<file path="src/rtl/pwm_audio_pkg.sv">
package pwm_audio_pkg;
  localparam int unsigned DEF_SAMPLE_W   = 8;
  localparam int unsigned DEF_DEPTH_LOG2 = 8;
  localparam int unsigned DEF_CARRIER_W  = 9;
  localparam int unsigned DEF_TICK_DIV   = 1134;
endpackage

</file>
<file path="src/rtl/pwm_rate_divider.sv">
module pwm_rate_divider #(
  parameter int unsigned DIV = 1134
) (
  input  logic clk,
  input  logic rst_n,
  output logic tick
);
  localparam int unsigned CW = (DIV > 2) ? $clog2(DIV) : 1;

  logic [CW-1:0] cnt_q;

  assign tick = (cnt_q == CW'(DIV - 1));

  always_ff @(posedge clk) begin
    if (!rst_n)    cnt_q <= '0;
    else if (tick) cnt_q <= '0;
    else           cnt_q <= cnt_q + 1'b1;
  end
endmodule

</file>
<file path="src/rtl/pwm_sample_ring.sv">
module pwm_sample_ring #(
  parameter int unsigned SAMPLE_W   = 8,
  parameter int unsigned DEPTH_LOG2 = 8
) (
  input  logic                  clk,
  input  logic                  rst_n,
  input  logic                  wr_en,
  input  logic [SAMPLE_W-1:0]   wr_byte,
  input  logic                  rd_en,
  output logic [SAMPLE_W-1:0]   rd_byte,
  output logic                  full,
  output logic                  empty,
  output logic [DEPTH_LOG2:0]   level
);
  localparam int unsigned DEPTH = 1 << DEPTH_LOG2;

  logic [SAMPLE_W-1:0]   mem [DEPTH];
  logic [DEPTH_LOG2-1:0] wr_ptr_q, rd_ptr_q;
  logic [DEPTH_LOG2:0]   level_q;
  logic                  push, pop;

  assign full    = (level_q == (DEPTH_LOG2+1)'(DEPTH));
  assign empty   = (level_q == '0);
  assign push    = wr_en && !full;
  assign pop     = rd_en && !empty;
  assign rd_byte = mem[rd_ptr_q];
  assign level   = level_q;

  always_ff @(posedge clk) begin
    if (push) mem[wr_ptr_q] <= wr_byte;
  end

  always_ff @(posedge clk) begin
    if (!rst_n) begin
      wr_ptr_q <= '0;
      rd_ptr_q <= '0;
      level_q  <= '0;
    end else begin
      if (push) wr_ptr_q <= wr_ptr_q + 1'b1;
      if (pop)  rd_ptr_q <= rd_ptr_q + 1'b1;
      case ({push, pop})
        2'b10:   level_q <= level_q + 1'b1;
        2'b01:   level_q <= level_q - 1'b1;
        default: level_q <= level_q;
      endcase
    end
  end
endmodule

</file>
<file path="src/rtl/pwm_compare_out.sv">
module pwm_compare_out #(
  parameter int unsigned SAMPLE_W  = 8,
  parameter int unsigned CARRIER_W = 9
) (
  input  logic                 clk,
  input  logic                 rst_n,
  input  logic [SAMPLE_W-1:0]  sample_in,
  output logic                 wrap,
  output logic [CARRIER_W-1:0] carrier,
  output logic [SAMPLE_W-1:0]  cmp,
  output logic                 pwm_out
);
  localparam int unsigned SHIFT = CARRIER_W - SAMPLE_W;

  function automatic logic [CARRIER_W-1:0] duty_threshold(input logic [SAMPLE_W-1:0] s);
    return CARRIER_W'(s) << SHIFT;
  endfunction

  logic [CARRIER_W-1:0] carrier_q;
  logic [SAMPLE_W-1:0]  cmp_q;

  assign wrap    = &carrier_q;
  assign carrier = carrier_q;
  assign cmp     = cmp_q;
  assign pwm_out = (carrier_q < duty_threshold(cmp_q));

  always_ff @(posedge clk) begin
    if (!rst_n) begin
      carrier_q <= '0;
      cmp_q     <= '0;
    end else begin
      carrier_q <= carrier_q + 1'b1;
      if (wrap) cmp_q <= sample_in;
    end
  end
endmodule

</file>
<file path="src/rtl/pwm_audio_player.sv">
module pwm_audio_player
  import pwm_audio_pkg::*;
#(
  parameter int unsigned SAMPLE_W   = DEF_SAMPLE_W,
  parameter int unsigned DEPTH_LOG2 = DEF_DEPTH_LOG2,
  parameter int unsigned CARRIER_W  = DEF_CARRIER_W,
  parameter int unsigned TICK_DIV   = DEF_TICK_DIV
) (
  input  logic                clk,
  input  logic                rst_n,
  input  logic                wr_valid,
  input  logic [SAMPLE_W-1:0] wr_data,
  output logic                full,
  output logic                pwm_out
);
  // Named internal events, observed by the bound checker
  logic                 sample_tick;
  logic                 carrier_wrap;
  logic [CARRIER_W-1:0] carrier_cnt;
  logic [SAMPLE_W-1:0]  cmp_sample;
  logic [SAMPLE_W-1:0]  cur_sample;
  logic [SAMPLE_W-1:0]  head_byte;
  logic                 ring_empty;
  logic [DEPTH_LOG2:0]  fill_level;

  pwm_rate_divider #(.DIV(TICK_DIV)) u_tick (
    .clk  (clk),
    .rst_n(rst_n),
    .tick (sample_tick)
  );

  pwm_sample_ring #(.SAMPLE_W(SAMPLE_W), .DEPTH_LOG2(DEPTH_LOG2)) u_ring (
    .clk    (clk),
    .rst_n  (rst_n),
    .wr_en  (wr_valid),
    .wr_byte(wr_data),
    .rd_en  (sample_tick),
    .rd_byte(head_byte),
    .full   (full),
    .empty  (ring_empty),
    .level  (fill_level)
  );

  always_ff @(posedge clk) begin
    if (!rst_n)                         cur_sample <= '0;
    else if (sample_tick && !ring_empty) cur_sample <= head_byte;
  end

  pwm_compare_out #(.SAMPLE_W(SAMPLE_W), .CARRIER_W(CARRIER_W)) u_pwm (
    .clk      (clk),
    .rst_n    (rst_n),
    .sample_in(cur_sample),
    .wrap     (carrier_wrap),
    .carrier  (carrier_cnt),
    .cmp      (cmp_sample),
    .pwm_out  (pwm_out)
  );
endmodule

</file>
<file path="config.mk">
export PLATFORM = sky130hd
export DESIGN_NAME = pwm_audio_player
export DESIGN_NICKNAME = d
export VERILOG_FILES = /design/src/rtl/pwm_audio_pkg.sv /design/src/rtl/pwm_rate_divider.sv /design/src/rtl/pwm_sample_ring.sv /design/src/rtl/pwm_compare_out.sv /design/src/rtl/pwm_audio_player.sv
export SDC_FILE = /design/constraint.sdc
export NUM_CORES = 2
export LEC_CHECK = 0
export ABC_AREA = 0
export BUFFER_PORTS_ARGS = -buffer_cell sky130_fd_sc_hd__clkbuf_2
export CORE_ASPECT_RATIO = 0.75
export CORE_UTILIZATION = 57
export CTS_CLUSTER_SIZE = 12
export DETAILED_ROUTE_END_ITERATION = 8
export HOLD_SLACK_MARGIN = 0.1
export PLACE_DENSITY_LB_ADDON = 0.3
export SLEW_MARGIN = 20
export SYNTH_ARGS = -nofsm -noshare
export SYNTH_HDL_FRONTEND = slang
export SYNTH_SLANG_ARGS = --single-unit
</file>
<file path="constraint.sdc">
create_clock -name clk -period 3.4 [get_ports clk]
set_clock_uncertainty 0.1 [all_clocks]
set_input_delay 0.34 -clock clk [delete_from_list [all_inputs] [get_ports clk]]
set_output_delay 0.34 -clock clk [all_outputs]
set_load 0.02 [all_outputs]
</file>
# == After elaboration in Yosys (flattened, before gate mapping) ==
# Memory sizes are Yosys's and may differ from the RTL's. A register that Yosys moved wholly into a read port is not among the register bits.
# Index checks and enable logic that the tools add are counted.
# word_totals
regBits,53
romBits,0
word_cells,31
input_bits,11
mem_bits_rw,2048
latchBits,0
mem_count,1
# classes
magnitude_cmp,1
n_shift,0
eq_ne,4
n_bitwise,1
n_mux,3
n_div,0
n_mul,0
reduce_logical,9
addsub,6
# mem_list
memory,depth,width,read_ports,rd_clocked_by_memory_dff,write_ports,line,source
u_ring.mem,256,8,1,1,1,pwm_sample_ring.sv:17,logic [SAMPLE_W-1:0] mem [DEPTH];
# op_table
operator,n
"adder 9 x 1 -> 9 bit, second input constant",2
case mux 9 bit (2 select lines),1
"adder 8 x 1 -> 8 bit, second input constant",2
"adder 11 x 1 -> 11 bit, second input constant",1
"equality test 11 bit, second input constant",1
"equality test 9 bit, second input constant",1
logical NOT 9 bit,1
< comparator 9 bit,1
AND reduction 9 bit,1
"subtractor 9 x 1 -> 9 bit, second input constant",1
logical NOT 1 bit,3
"equality test 2 x 1 -> 1 bit, second input constant",1
"equality test 2 bit, second input constant",1
logical AND 1 bit,2
2-to-1 mux 1 bit,2
nonzero test 2 bit,1
OR reduction 2 bit,1
inverter 1 bit,1

# == Logic depth before layout (Yosys ltp) ==
# logic_depth
depth_word,5
depth_mapped,16
mapped_depth_nobuf,15

# == By module ==
# From an unflattened synthesis, not the netlist that was laid out.
# hier_totals
hier_cells,4041
area_unflattened_um2,82775.6
# modules_own_cells
module,cells_each,seq_area_each_um2,instances,area_each_um2
pwm_sample_ring,3863,62159.6,1,81097.8
pwm_compare_out,89,340.3,1,847.1
pwm_rate_divider,53,220.2,1,500.5
pwm_audio_player,36,160.2,1,330.3

# == Least setup slack after synthesis ==
# No wires, ideal clock.
# synth_timing
kind,register -> register
startpoint,reg u_tick.cnt_q[0]
endpoint,reg u_ring.level_q[8] (netlist: u_ring.level[8])
period_less_slack_ns,3.530
path_stages_with_launch,15
setup_slack_ns,-0.130
t_arrival_ns,3.358
t_required_ns,3.228
setup_time_ns,0.072
n_path_buf,1
path_cell_list,dfxtp_1 > ha_1 > nor4bb_1 > nor3b_2 > and2_1 > buf_2 > ha_1 > ha_1 > nor2b_1 > o21ai_0 > a21boi_0 > o21a_1 > o41ai_1 > mux2i_1 > mux2i_1
# synth_via
elab_chain_len,4
# synth_rtl
element,line,source
from (decl),pwm_rate_divider.sv:10,logic [CW-1:0] cnt_q;
from (signal assigned),pwm_rate_divider.sv:17,else cnt_q <= cnt_q + 1'b1;
equality test 11 bit *,pwm_rate_divider.sv:12,assign tick = (cnt_q == CW'(DIV - 1));
logical AND 1 bit *,pwm_sample_ring.sv:25,assign pop = rd_en && !empty;
via u_ring.pop,pwm_sample_ring.sv:20,"logic push, pop;"
equality test 2 x 1 -> 1 bit or equality test 2 bit (tied branches),pwm_sample_ring.sv:41,"case ({push, pop})"
case mux 9 bit (2 select lines) or nonzero test 2 bit (tied branches),--,
to (signal assigned),pwm_sample_ring.sv:42,2'b10: level_q <= level_q + 1'b1;
to (signal assigned),pwm_sample_ring.sv:43,2'b01: level_q <= level_q - 1'b1;
to (signal assigned),pwm_sample_ring.sv:44,default: level_q <= level_q;
to (decl),pwm_sample_ring.sv:19,logic [DEPTH_LOG2:0] level_q;
# Mark *: on every way through the listed nets, which the timed path passes. The rest lies on a longest branch.
# A chain may end at the register's enable or synchronous reset.

==> qor_table.md <==
| Step | Result | Reported |
|:---|:---|:---|
| status | Outcome | finished, violations left |
| status | Failing checks | setup timing |
| critical path | Worst Path Buf+Inv | 4 |
| critical path | Number of cells on the worst reg-to-reg path | 11 |
| drt | Number of detailed-routing iterations run before antenna repair | 6 |
| global routing | Initial antenna violation count | 7 |
| floorplan | Top-level port count | 13 |
| logic synthesis | Count of distinct cell types in the synthesized netlist | 69 |
| sta | Worst slew slack as a fraction of its limit | 0.307 |
| critical path | Top cell family by delay on the critical path | compound AO/OA/AOI/OAI gates |
| power and ir drop | Relative contribution of combinational cells to total power | 0.014 |
| drt | Count of routing violations after the opening detailed-route iteration | 5993 |
| sta | Number of setup violations in the final report | 1 |
| min path | Number of cells on the worst hold path | 1 |
| sta | Unrepaired setup endpoints after global routing | yes |
| logic synthesis | Area fraction of the dominant cell type after synthesis | 0.742 |
| power and ir drop | Clock group share of total power | 0.409 |
| logic synthesis | Sequential element share of the synthesized area | 0.757 |
| power and ir drop | Power density normalized to cell area | 526 nW/µm² |
| power and ir drop | Sw Pwr | 9.89 mW |
| critical path | Signal arrival time at the worst endpoint | 4100 ps |
| sta | Final period utilization | 1.02 |
| logic synthesis | Fraction of registers with async set/reset | 0 |
| sta | Final Hold Violating Endpoints | 0 |
| logic synthesis | Average cell area after synthesis | 19.5 µm² |
| power and ir drop | Overall power consumption | 49.5 mW |
| logic synthesis | Top cells by area, synth | sky130_fd_sc_hd__edfxtp_1 (74%), sky130_fd_sc_hd__mux4_2 (9.9%), sky130_fd_sc_hd__mux2i_1 (4.1%) |
| clocking | Root Driver | sky130_fd_sc_hd__clkbuf_16 |
| global routing | Total routing resource utilization after global routing | 0.284 |
| drt | DRT Wirelength | 208000 µm |
| clocking | Max H-tree Level | 4 |
| critical path | Top fanout value on the critical path | 36 |
| flow run | Max-cap violations | 0 |
| critical path | Critical path class | reg -> reg |
| floorplan | Floorplan Core Area | 144000 µm² |
| clocking | Latest clock arrival within the worst-skew pair | 840 ps |
| sta | Setup TNS | -79.3 ps |
| sta | Final worst path period need | 3480 ps |
| sta | Slew at the pin closest to its max-slew limit | 1040 ps |
| global routing | Wire length of the first global-routing pass | 301000 µm |
| layout | Synth-to-layout area growth | 13.3% |
| global routing | Largest net degree at the start of global routing | 121 |
| placed design | Dpl hpwl | 130000 µm |
| power and ir drop | Internal cell power | 39.6 mW |
| power and ir drop | Maximum vdd drop | 485 µV |
| drt | Total number of vias | 44400 |
| layout | Share of post-route cells with drive strength above 1 | 0.234 |
| logic synthesis | Netlist Area Pre-Place | 82900 µm² |
| logic synthesis | Count of warnings emitted by yosys | 0 |
| layout | Total number of nets in the final design | 4735 |
| logic synthesis | Cell taking the most area after synthesis | sky130_fd_sc_hd__edfxtp_1 |
| clocking | Number of buffers between clock root and the deepest sink | 3 |
| critical path | CP peak stage delay | 670 ps |
| sta | Worst-case setup margin in the final layout | -79.3 ps |
| clocking | CTS sink count | 2109 |
| drt | Remaining design rule violation count | 0 |
| logic synthesis | Post-Syn Nets | 4290 |
| floorplan | Total number of placement rows | 120 |
| clocking | Total clock buffers created by CTS | 201 |
| floorplan | Die area | 147000 µm² |
| placed design | Routability congestion estimate | 0.923 |
| min path | Class of the worst hold path | in -> reg |
| placed design | PortBufs | 12 |
| clocking | CTS tree | done |
| drt | Via count normalized by instance count | 6.64 |
| logic synthesis | Post-synth EDFFs | 2048 |
| clocking | Clk pin slew, worst setup/hold paths | 60 ps |
| critical path | Critical path cell sequence | buf_12 > buf_12 > buf_4 > mux2i_1 > o221ai_1 > o22ai_1 > nor2_1 > buf_4 > o311ai_0 > and4_1 > o41ai_2 |
| sta | Fmax achieved | 0.287 GHz |
| floorplan | Vert. Die Dim | 332 µm |
| power and ir drop | Power share of the sequential group | 0.577 |
| critical path | CP Depth | 11 |
| clocking | Number of buffers inserted to repair setup after CTS | 0 |
| drt | Count of antenna-violating nets left after detailed routing | 0 |
| logic synthesis | Seq cells post-synth | 2109 |
| critical path | Category of the worst setup path capture point | flop |
| logic synthesis | Most used DFF post-synth | sky130_fd_sc_hd__edfxtp_1 |
| critical path | Worst Setup Start Kind | flop |
| global routing | Total grt overflow | 0 |
| logic synthesis | Count of mapped cells out of synthesis | 4254 |
| critical path | Slowest cell on the critical path | sky130_fd_sc_hd__o311ai_0 |
| layout | Final-layout fill cell count | 9194 |
| sta | Max-slew violation count | 0 |
| floorplan | Starting Density | 0.577 |
| critical path | CP Data Required Time | 4020 ps |
| power and ir drop | Switching share of total power | 0.200 |
| global routing | Vias in the first global route | 43000 |
| floorplan | Die Width | 442 µm |
| power and ir drop | Static leakage | 29.1 nW |
| drt | Average wire per cell in the routed design | 31.1 µm |
## power by group through the flow
stage | Combinational, mW | Clock [mW] | Sequential, mW
6_report | 0.694 | 20.2 | 28.5
5_1_grt | 0.737 | 21.4 | 28.5
4_1_cts | 0.687 | 20.5 | 28.5
3_3_place_gp | 0.650 | 0 | 29.1
3_5_place_dp | 0.679 | 0 | 29.1
2_1_floorplan | 0.0921 | 0 | 29.1
## state kept, by name, indices dropped and copies added (netlist names)
name	cells
u_ring.rd_ptr_q	8
u_ring.wr_ptr_q	8
u_pwm.cmp	8
u_pwm.carrier	9
u_ring.level	9
u_tick.cnt_q	11
cur_sample	8
u_ring.mem	2048
## synth_stat cells (all sizes together), types with 7 or more instances
cell        n
mux2i     340
nor2      325
o221ai    131
and2       28
o311ai      8
clkbuf    120
nor2b      32
nand4      21
nand3      25
buf       133
o22ai      61
a221oi      7
nor4       16
ha         24
mux4      373
a21boi      9
a2111oi    15
o21a        9
nor3       26
nand2     127
a21oi      93
inv        20
and3        9
a211oi     17
xor2       13
a22oi      21
dfxtp      61
edfxtp   2048
xnor2      16
o21ai      56
## metrics by stage
step	worst slack [ps]	util	std cells	instance area [µm²]	hold WS [ps]
2_1_floorplan	11.3	-	4254	82900	312
3_3_place_gp	-520	0.613	6378	88100	325
3_5_place_dp	-87.7	0.614	6379	88100	335
4_1_cts	20.4	0.654	6681	93900	140
5_1_grt	-4.41	0.655	6682	94000	166
6_report	-79.3	0.655	6682	94000	143
## cell families after synthesis
| group | Yosys count | share of synthesized area |
|---|---|---|
| DFF | 2109 | 0.757 |
| muxes | 714 | 0.143 |
| buffers and inverters | 275 | 0.0191 |
| and+or+nand+nor | 628 | 0.0333 |
| AOI/OAI and AO/OA | 474 | 0.0411 |
| xor gates and xnor gates | 29 | 0.00306 |
| adders and majority gates | 25 | 0.00386 |
## metal layers
layer  wire length [µm]  up-vias  track usage
li1                   -    18300            -
met1              85500    23000        0.433
met2              89900     2725        0.396
met3              26500      363       0.0874
met4               5920        6       0.0844
met5                 35        -            0
## final timing paths
kind                            from           endpoint  slack [ps]
hold reg to reg     u_pwm.carrier[0]   u_pwm.carrier[0]         360
setup / recovery  u_ring.rd_ptr_q[0]      cur_sample[3]         -80
setup reg to reg  u_ring.rd_ptr_q[0]      cur_sample[3]         -80
hold / removal            wr_data[2]  u_ring.mem[58][2]         140
## cells in the final DEF (no fill, tap or decap), types with 10 or more instances in the layout
master / instances
sky130_fd_sc_hd__a21oi_1: 92
sky130_fd_sc_hd__o221ai_1: 131
sky130_fd_sc_hd__mux4_2: 364
sky130_fd_sc_hd__clkbuf_1: 59
sky130_fd_sc_hd__ha_1: 23
sky130_fd_sc_hd__mux2i_1: 339
sky130_fd_sc_hd__a211oi_1: 17
sky130_fd_sc_hd__o21ai_0: 44
sky130_fd_sc_hd__and2_1: 27
sky130_fd_sc_hd__xor2_1: 13
sky130_fd_sc_hd__nor4_1: 14
sky130_fd_sc_hd__nand3_1: 25
sky130_fd_sc_hd__nand2_2: 11
sky130_fd_sc_hd__buf_12: 42
sky130_fd_sc_hd__inv_1: 19
sky130_fd_sc_hd__nand4_1: 21
sky130_fd_sc_hd__o22ai_1: 61
sky130_fd_sc_hd__nor2_1: 325
sky130_fd_sc_hd__nand2_1: 115
sky130_fd_sc_hd__clkbuf_16: 201
sky130_fd_sc_hd__edfxtp_1: 2048
sky130_fd_sc_hd__xnor2_1: 16
sky130_fd_sc_hd__buf_4: 426
sky130_fd_sc_hd__nor2b_1: 32
sky130_fd_sc_hd__a22oi_1: 21
sky130_fd_sc_hd__nor3_1: 25
sky130_fd_sc_hd__dfxtp_1: 56
sky130_fd_sc_hd__o21ai_1: 12
sky130_fd_sc_hd__clkinv_1: 10
## worst reg2reg max path, stage by stage (launching register included)
cell and delay, ps:
sky130_fd_sc_hd__dfxtp_4 540, sky130_fd_sc_hd__buf_12 170, sky130_fd_sc_hd__buf_12 250, sky130_fd_sc_hd__buf_4 310, sky130_fd_sc_hd__mux2i_1 200, sky130_fd_sc_hd__o221ai_1 180
sky130_fd_sc_hd__o22ai_1 220, sky130_fd_sc_hd__nor2_1 70, sky130_fd_sc_hd__buf_4 190, sky130_fd_sc_hd__o311ai_0 680, sky130_fd_sc_hd__and4_1 360, sky130_fd_sc_hd__o41ai_2 90
## area by class of cell
cell class              instances  area (µm²)  share of cell area
well taps                    1891        2370              0.0252
flip-flops and latches       2109       62700               0.668
repair buffers                495        4330              0.0461
inverters                      22        87.6            0.000932
diodes                          1        2.50           0.0000266
clock inverters                31         414             0.00441
clock buffers                 263        5290              0.0563
multi-input cells            1870       18700               0.199
## repair_timing
action                                  in CTS  in global routing
hold buffers                                 8                  0
resized for setup                            3                 26
pin swaps                                    0                  1
endpoints found under the setup margin       4                 12
endpoints found under the hold margin      477                  0
No activity file was read; power rests on OpenSTA's default activity.
